<file path="src/rtl/kbd_rx_pkg.sv">
package kbd_rx_pkg;

  typedef enum logic [1:0] {
    ST_IDLE   = 2'd0,
    ST_DATA   = 2'd1,
    ST_PARITY = 2'd2,
    ST_STOP   = 2'd3
  } rxState_t;

  // Strobes issued by the control towards the datapath
  typedef struct packed {
    logic shiftBit;   // take a data bit into the shift register
    logic capParity;  // latch the parity bit
    logic finish;     // stop bit present: validate and commit
    logic flush;      // abandon the frame (timeout)
  } rxStrobe_t;

endpackage

</file>
<file path="src/rtl/kbd_line_sync.sv">
module kbd_line_sync #(
  parameter int SYNC_STAGES = 2
) (
  input  logic clk,
  input  logic rstN,
  input  logic clkRaw,
  input  logic dataRaw,
  output logic bitNow,
  output logic fallEdge
);

  logic [SYNC_STAGES-1:0] clkChain;
  logic [SYNC_STAGES-1:0] dataChain;
  logic [1:0]             clkPair;   // [1] previous, [0] current
  logic                   dataAligned;

  genvar g;
  generate
    for (g = 0; g < SYNC_STAGES; g++) begin : gStage
      if (g == 0) begin : gFirst
        always_ff @(posedge clk or negedge rstN) begin
          if (!rstN) begin
            clkChain[g]  <= 1'b1;
            dataChain[g] <= 1'b1;
          end else begin
            clkChain[g]  <= clkRaw;
            dataChain[g] <= dataRaw;
          end
        end
      end else begin : gRest
        always_ff @(posedge clk or negedge rstN) begin
          if (!rstN) begin
            clkChain[g]  <= 1'b1;
            dataChain[g] <= 1'b1;
          end else begin
            clkChain[g]  <= clkChain[g-1];
            dataChain[g] <= dataChain[g-1];
          end
        end
      end
    end
  endgenerate

  always_ff @(posedge clk or negedge rstN) begin
    if (!rstN) begin
      clkPair     <= 2'b11;
      dataAligned <= 1'b1;
    end else begin
      clkPair     <= {clkPair[0], clkChain[SYNC_STAGES-1]};
      dataAligned <= dataChain[SYNC_STAGES-1];
    end
  end

  assign fallEdge = (clkPair == 2'b10);
  assign bitNow   = dataAligned;

  // an edge is a single-cycle event
  p_fall_single_r2: assert property (@(posedge clk) disable iff (!rstN)
    fallEdge |=> !fallEdge);

  initial begin
    p_stages_r2: assert (SYNC_STAGES >= 2);
  end

endmodule

</file>
<file path="src/rtl/kbd_rx_ctrl.sv">
module kbd_rx_ctrl
  import kbd_rx_pkg::*;
#(
  parameter int TIMEOUT_CYCLES = 10000
) (
  input  logic      clk,
  input  logic      rstN,
  input  logic      fallEdge,
  input  logic      bitIn,
  input  logic      idxLast,
  output rxStrobe_t strb
);

  localparam int CNT_W = $clog2(TIMEOUT_CYCLES + 1);
  localparam logic [CNT_W-1:0] CNT_LAST = CNT_W'(TIMEOUT_CYCLES - 1);

  rxState_t         state;
  rxState_t         nextState;
  logic [CNT_W-1:0] quietCnt;
  logic             timeoutHit;

  assign timeoutHit = (state != ST_IDLE) && !fallEdge && (quietCnt == CNT_LAST);

  always_comb begin
    strb      = '0;
    nextState = state;
    case (state)
      ST_IDLE: begin
        if (fallEdge && !bitIn) nextState = ST_DATA;
      end
      ST_DATA: begin
        if (fallEdge) begin
          strb.shiftBit = 1'b1;
          if (idxLast) nextState = ST_PARITY;
        end
      end
      ST_PARITY: begin
        if (fallEdge) begin
          strb.capParity = 1'b1;
          nextState      = ST_STOP;
        end
      end
      ST_STOP: begin
        if (fallEdge) begin
          strb.finish = 1'b1;
          nextState   = ST_IDLE;
        end
      end
      default: nextState = ST_IDLE;
    endcase
    if (timeoutHit) begin
      strb      = '0;
      strb.flush = 1'b1;
      nextState = ST_IDLE;
    end
  end

  always_ff @(posedge clk or negedge rstN) begin
    if (!rstN) begin
      state    <= ST_IDLE;
      quietCnt <= '0;
    end else begin
      state <= nextState;
      if (state == ST_IDLE || fallEdge || timeoutHit) quietCnt <= '0;
      else                                            quietCnt <= quietCnt + 1'b1;
    end
  end

  // no edge and no timeout means the state holds
  p_hold_no_fall_r2: assert property (@(posedge clk) disable iff (!rstN)
    (!fallEdge && !timeoutHit) |=> $stable(state));

  // a high start bit leaves the machine idle
  p_start_reject_r4: assert property (@(posedge clk) disable iff (!rstN)
    (state == ST_IDLE && fallEdge && bitIn) |=> (state == ST_IDLE));

  // the quiet counter never passes its limit
  p_timer_bound_r9: assert property (@(posedge clk) disable iff (!rstN)
    quietCnt < CNT_W'(TIMEOUT_CYCLES));

  // an expired timer returns to idle
  p_timeout_idle_r9: assert property (@(posedge clk) disable iff (!rstN)
    timeoutHit |=> (state == ST_IDLE));

  // at most one strobe per cycle
  p_strobe_onehot_r2: assert property (@(posedge clk) disable iff (!rstN)
    $onehot0(strb));

endmodule

</file>
<file path="src/rtl/kbd_rx_dp.sv">
module kbd_rx_dp
  import kbd_rx_pkg::*;
#(
  parameter int DATA_BITS = 8
) (
  input  logic                 clk,
  input  logic                 rstN,
  input  rxStrobe_t            strb,
  input  logic                 bitIn,
  output logic                 idxLast,
  output logic [DATA_BITS-1:0] keyCode,
  output logic                 keyValid,
  output logic                 frameErr
);

  localparam int IDX_W = $clog2(DATA_BITS);
  localparam logic [IDX_W-1:0] IDX_TOP = IDX_W'(DATA_BITS - 1);

  logic [DATA_BITS-1:0] shiftReg;
  logic [IDX_W-1:0]     idx;
  logic                 parBit;
  logic                 parityOk;

  assign idxLast  = (idx == IDX_TOP);
  assign parityOk = ^{shiftReg, parBit};

  always_ff @(posedge clk or negedge rstN) begin
    if (!rstN) begin
      shiftReg <= '0;
      idx      <= '0;
      parBit   <= 1'b0;
      keyCode  <= '0;
      keyValid <= 1'b0;
      frameErr <= 1'b0;
    end else begin
      keyValid <= 1'b0;
      frameErr <= 1'b0;
      if (strb.flush) begin
        shiftReg <= '0;
        idx      <= '0;
      end else if (strb.shiftBit) begin
        shiftReg <= {bitIn, shiftReg[DATA_BITS-1:1]};
        idx      <= idxLast ? '0 : idx + 1'b1;
      end
      if (strb.capParity) parBit <= bitIn;
      if (strb.finish) begin
        if (bitIn && parityOk) begin
          keyCode  <= shiftReg;
          keyValid <= 1'b1;
        end else begin
          frameErr <= 1'b1;
        end
        shiftReg <= '0;
        idx      <= '0;
      end
    end
  end

  // the strobe lasts one cycle
  p_valid_pulse_r7: assert property (@(posedge clk) disable iff (!rstN)
    keyValid |=> !keyValid);

  // success and error never coincide
  p_valid_err_excl_r7: assert property (@(posedge clk) disable iff (!rstN)
    !(keyValid && frameErr));

  // the output byte moves only with the strobe
  p_code_hold_r8: assert property (@(posedge clk) disable iff (!rstN)
    !keyValid |-> $stable(keyCode));

  // index wraps after the last data bit
  p_idx_wrap_r10: assert property (@(posedge clk) disable iff (!rstN)
    (strb.shiftBit && idxLast && !strb.flush) |=> (idx == '0));

  // a finished frame leaves the datapath cleared
  p_clear_after_r10: assert property (@(posedge clk) disable iff (!rstN)
    strb.finish |=> (idx == '0 && shiftReg == '0));

endmodule

</file>
<file path="src/rtl/kbd_frame_rx.sv">
module kbd_frame_rx
  import kbd_rx_pkg::*;
#(
  parameter int SYNC_STAGES    = 2,
  parameter int TIMEOUT_CYCLES = 10000
) (
  input  logic       clk,
  input  logic       rstN,
  input  logic       ps2ClkRaw,
  input  logic       ps2DataRaw,
  output logic [7:0] keyCode,
  output logic       keyValid,
  output logic       frameErr
);

  logic      bitNow;
  logic      fallEdge;
  logic      idxLast;
  rxStrobe_t strb;

  kbd_line_sync #(.SYNC_STAGES(SYNC_STAGES)) uSync (
    .clk      (clk),
    .rstN     (rstN),
    .clkRaw   (ps2ClkRaw),
    .dataRaw  (ps2DataRaw),
    .bitNow   (bitNow),
    .fallEdge (fallEdge)
  );

  kbd_rx_ctrl #(.TIMEOUT_CYCLES(TIMEOUT_CYCLES)) uCtrl (
    .clk      (clk),
    .rstN     (rstN),
    .fallEdge (fallEdge),
    .bitIn    (bitNow),
    .idxLast  (idxLast),
    .strb     (strb)
  );

  kbd_rx_dp #(.DATA_BITS(8)) uDp (
    .clk      (clk),
    .rstN     (rstN),
    .strb     (strb),
    .bitIn    (bitNow),
    .idxLast  (idxLast),
    .keyCode  (keyCode),
    .keyValid (keyValid),
    .frameErr (frameErr)
  );

  // nothing is reported while reset is held
  p_reset_quiet_r1: assert property (@(posedge clk)
    !rstN |-> (!keyValid && !frameErr && keyCode == 8'h00));

endmodule

</file>
<file path="config.mk">
export PLATFORM = sky130hd
export DESIGN_NAME = kbd_frame_rx
export DESIGN_NICKNAME = d
export VERILOG_FILES = /design/src/rtl/kbd_rx_pkg.sv /design/src/rtl/kbd_line_sync.sv /design/src/rtl/kbd_rx_ctrl.sv /design/src/rtl/kbd_rx_dp.sv /design/src/rtl/kbd_frame_rx.sv
export SDC_FILE = /design/constraint.sdc
export NUM_CORES = 1
export LEC_CHECK = 0
export BUFFER_PORTS_ARGS = -buffer_cell sky130_fd_sc_hd__buf_2
export CORE_AREA = 2 2 48 84
export DETAILED_ROUTE_END_ITERATION = 8
export DIE_AREA = 0 0 50 86
export PLACE_DENSITY = 0.76
export SLEW_MARGIN = 20
export SYNTH_ARGS = -nofsm -noshare
export SYNTH_HDL_FRONTEND = slang
export SYNTH_SLANG_ARGS = --single-unit
</file>
<file path="constraint.sdc">
create_clock -name clk -period 2.6 [get_ports clk]
set_input_delay 0.52 -clock clk [delete_from_list [all_inputs] [get_ports clk]]
set_output_delay 0.52 -clock clk [all_outputs]
set_load 0.005 [all_outputs]
</file>
==> impl_metrics.toml <==
[outcome]
status = "completed"

[finish]
instances_no_fill = 245
fillCellCount = 283
syn2layout_area_growth_pct = 9.52
diodes = 0
drive_gt1_frac = 0.206
fin_nets = 210

[sta]
slew_headroom = 0.631
finalSetupViolations = 0
fmax_mhz = 496
finalHoldViolations = 0
grt_setup_unrepaired = "false"
clock_skew_ns = 0.00670
post-route-min-period_ns = 2.02
slew_violations = 0
fin_tns_setup_ns = 0
tightest_slew_ns = 0.554
period_share = 0.775

[worst_setup_path]
end_kind = "flip-flop"
cp.arrival_ns = 2.19
critical-path-slowest-cell = "xnor3_1"
cp_max_fo = 9
startpoint_type = "flip-flop"
critPathKind = "flip-flop to flip-flop"
r2r_slack_ns = 0.58
crit_path_cell_trace = "xor2_1 > xnor3_1 > mux2i_4 > mux2_2"
critPathMaxStageDelay_ns = 0.48
reg2reg_to = "uDp.keyCode[1]"
r2r_cells = 4
critical_path_required_ns = 2.77
r2r_start = "uDp.shiftReg[4]"

[clocking]
cts_tree = "done"
postCtsSetupRepairBufs = 0
clockRootBuffer = "clkbuf_8"
cts_made_buffers = 5
clkSlewWorstSetupHoldPaths_ns = 0.08
ctsResizeCount = 0
clk_latency_ns = 0.29
clockBufferDepth = 2
cts.sinks = 45
cts.htree.levels = 2
hold_buffers = 0

[die]
rows = 29
die_w_um = 50
start_util = 0.582
core_area_um2 = 3590
die_area_um2 = 4300
design.portCount = 14
die_h_um = 86

[pwr]
pwr-share-clk = 0.201
powerDensity_nw_per_um2 = 881
p_int_uw = 1350
p_sw_uw = 666
comb_power_share = 0.337
swShare = 0.330
p_total_uw = 2020
vdd_drop_max_mv = 0.528
seqPwrFrac = 0.462
leakagePower_uw = 0.00115

[detailed_routing]
drc = 0
wire_per_inst_um = 14.9
num_vias = 1380
drt-vias-per-instance = 5.63
first_pass_iters = 4
wl_mm = 3.66
drtIter0Drc = 16
ant_nets = 0

[synthesis]
async_reset_ff_frac = 1.00
yosysTopAreaCell = "dfrtp_1"
synth_flop_cell = "dfrtp_1"
synth_cells = 182
yosysUniqueCellTypes = 38
syn_area_um2 = 2090
syn_nets = 194
netlist_top_cells_area = "dfrtp_1, dfstp_2, ha_1, mux2_2, mux2i_1"
synth-edff-count = 0
syn-mean-instance-area_um2 = 11.5
synth_seq_cells = 45
synth_top_area_frac = 0.455
yosysWarningCount = 0
seq_area_frac_synth = 0.543

[placed_design]
io_buffers = 13
place_hpwl_mm = 2.70
dp_cells = 237
gp_congestion = 0.816

[grt]
gr-total-overflow = 0
grtUsageMet2 = 0.361
grt_max_degree = 46
grt_use_met1 = 0.222
top_usage_layer = "met2"
grtUsageTotal = 0.206
grtUsageMet3 = 0.0470
grt_pass1_vias = 1471
grt_pass1_wl_mm = 6.63
antenna_found_initial = 0

[job]
cap_viol_max_count = 0

[worst_hold_path]
hp-class = "primary input to async pin"
[logic make-up after synthesis]
family	synth area share
AOI/OAI and AO/OA	0.0628
xor gates and xnor gates	0.0760
adders and majority gates	0.0479
buffers and inverters	0.0221
DFF	0.543
muxes	0.0922
and+or+nand+nor	0.156
[critical path, delay by kind of cell, from the launching register on]
family	cells	cell delay, ns
flip-flops	1	0.42
multiplexers	2	0.83
XOR/XNOR	2	0.65
[metal layers]
metal  routed length (um)  vias up
met2                 2090       26
met5                    0        -
met1                 1380      684
li1                     -      660
met4                   91        0
met3                   96       10
[flip-flops by register name, summed over array words and instances (netlist names), 2 cells and up]
register	count
uCtrl.quietCnt	14
uDp.shiftReg	8
uSync.clkChain	2
uSync.dataChain	2
uDp.keyCode	8
uCtrl.state	2
uSync.clkPair	2
uDp.idx	3
[cell usage after synthesis (4+ instances only)]
| cell type | count |
|---|---|
| dfrtp_1 | 38 |
| nor2_1 | 20 |
| nand2_1 | 11 |
| a21oi_1 | 8 |
| ha_1 | 8 |
| mux2_2 | 8 |
| mux2i_1 | 8 |
| xnor2_1 | 8 |
| dfstp_2 | 7 |
| inv_1 | 6 |
| nand3_1 | 5 |
| o211ai_1 | 5 |
| xor2_1 | 5 |
| clkbuf_1 | 4 |
| nand4_1 | 4 |
| o21ai_0 | 4 |
[worst max-delay path by stage]
stage                                from  slack, ns             end
final                     uDp.shiftReg[4]       0.58  uDp.keyCode[1]
after global routing      uDp.shiftReg[4]       0.46  uDp.keyCode[1]
after CTS                 uDp.shiftReg[4]       0.58  uDp.keyCode[1]
after detailed placement  uDp.shiftReg[4]       0.60  uDp.keyCode[3]
after global placement    uDp.shiftReg[4]       0.64  uDp.keyCode[6]
after floorplan           uDp.shiftReg[4]       0.74  uDp.keyCode[0]
[placed cells by master (no fill, tap or decap), types with 2 or more instances in the layout]
| cell | netlist | final |
|---|---|---|
| o21ai_0 | 4 | 4 |
| inv_1 | 6 | 6 |
| xnor2_1 | 8 | 8 |
| a21oi_1 | 8 | 8 |
| and2_1 | 3 | 3 |
| xnor3_1 | 2 | 2 |
| nand3_1 | 5 | 5 |
| nor3_1 | 3 | 3 |
| clkbuf_8 | 0 | 5 |
| nand2b_1 | 2 | 2 |
| xor2_1 | 5 | 5 |
| mux2_2 | 8 | 8 |
| dfrtp_1 | 38 | 38 |
| and3_1 | 3 | 3 |
| nor4b_1 | 2 | 2 |
| nand4_1 | 4 | 4 |
| mux2i_1 | 8 | 8 |
| clkinv_2 | 0 | 2 |
| nand2_1 | 11 | 11 |
| buf_4 | 0 | 3 |
| dfstp_2 | 7 | 7 |
| or3_1 | 3 | 3 |
| ha_1 | 8 | 8 |
| buf_2 | 1 | 12 |
| o211ai_1 | 5 | 5 |
| nor2_1 | 20 | 20 |
[layout make-up]
class | count | area, um^2 | area share
flip-flops and latches | 45 | 1130 | 0.496
multi-input cells | 125 | 910 | 0.397
repair buffers | 15 | 82.6 | 0.0361
clock buffers | 6 | 72.6 | 0.0317
well taps | 46 | 57.6 | 0.0251
inverters | 6 | 22.5 | 0.00984
clock inverters | 2 | 10.0 | 0.00437
[through the flow]
stage                     hold slack, ns  area [um^2]   util  worst slack (ns)
after floorplan                    0.224         2090      -             0.743
after global placement             0.347         2200  0.614             0.641
after detailed placement           0.349         2200  0.614             0.595
after CTS                          0.311         2290  0.637             0.581
after global routing               0.253         2290  0.637             0.463
final                              0.210         2290  0.637             0.584
[power groups by stage]
stage	clock [uW]	combinational, uW	sequential, uW
finish	406	680	931
CTS	423	685	933
floorplan	0	541	923
global placement	0	636	934
detailed placement	0	683	947
global route	456	776	952
Power figures use the tool's default switching activity.
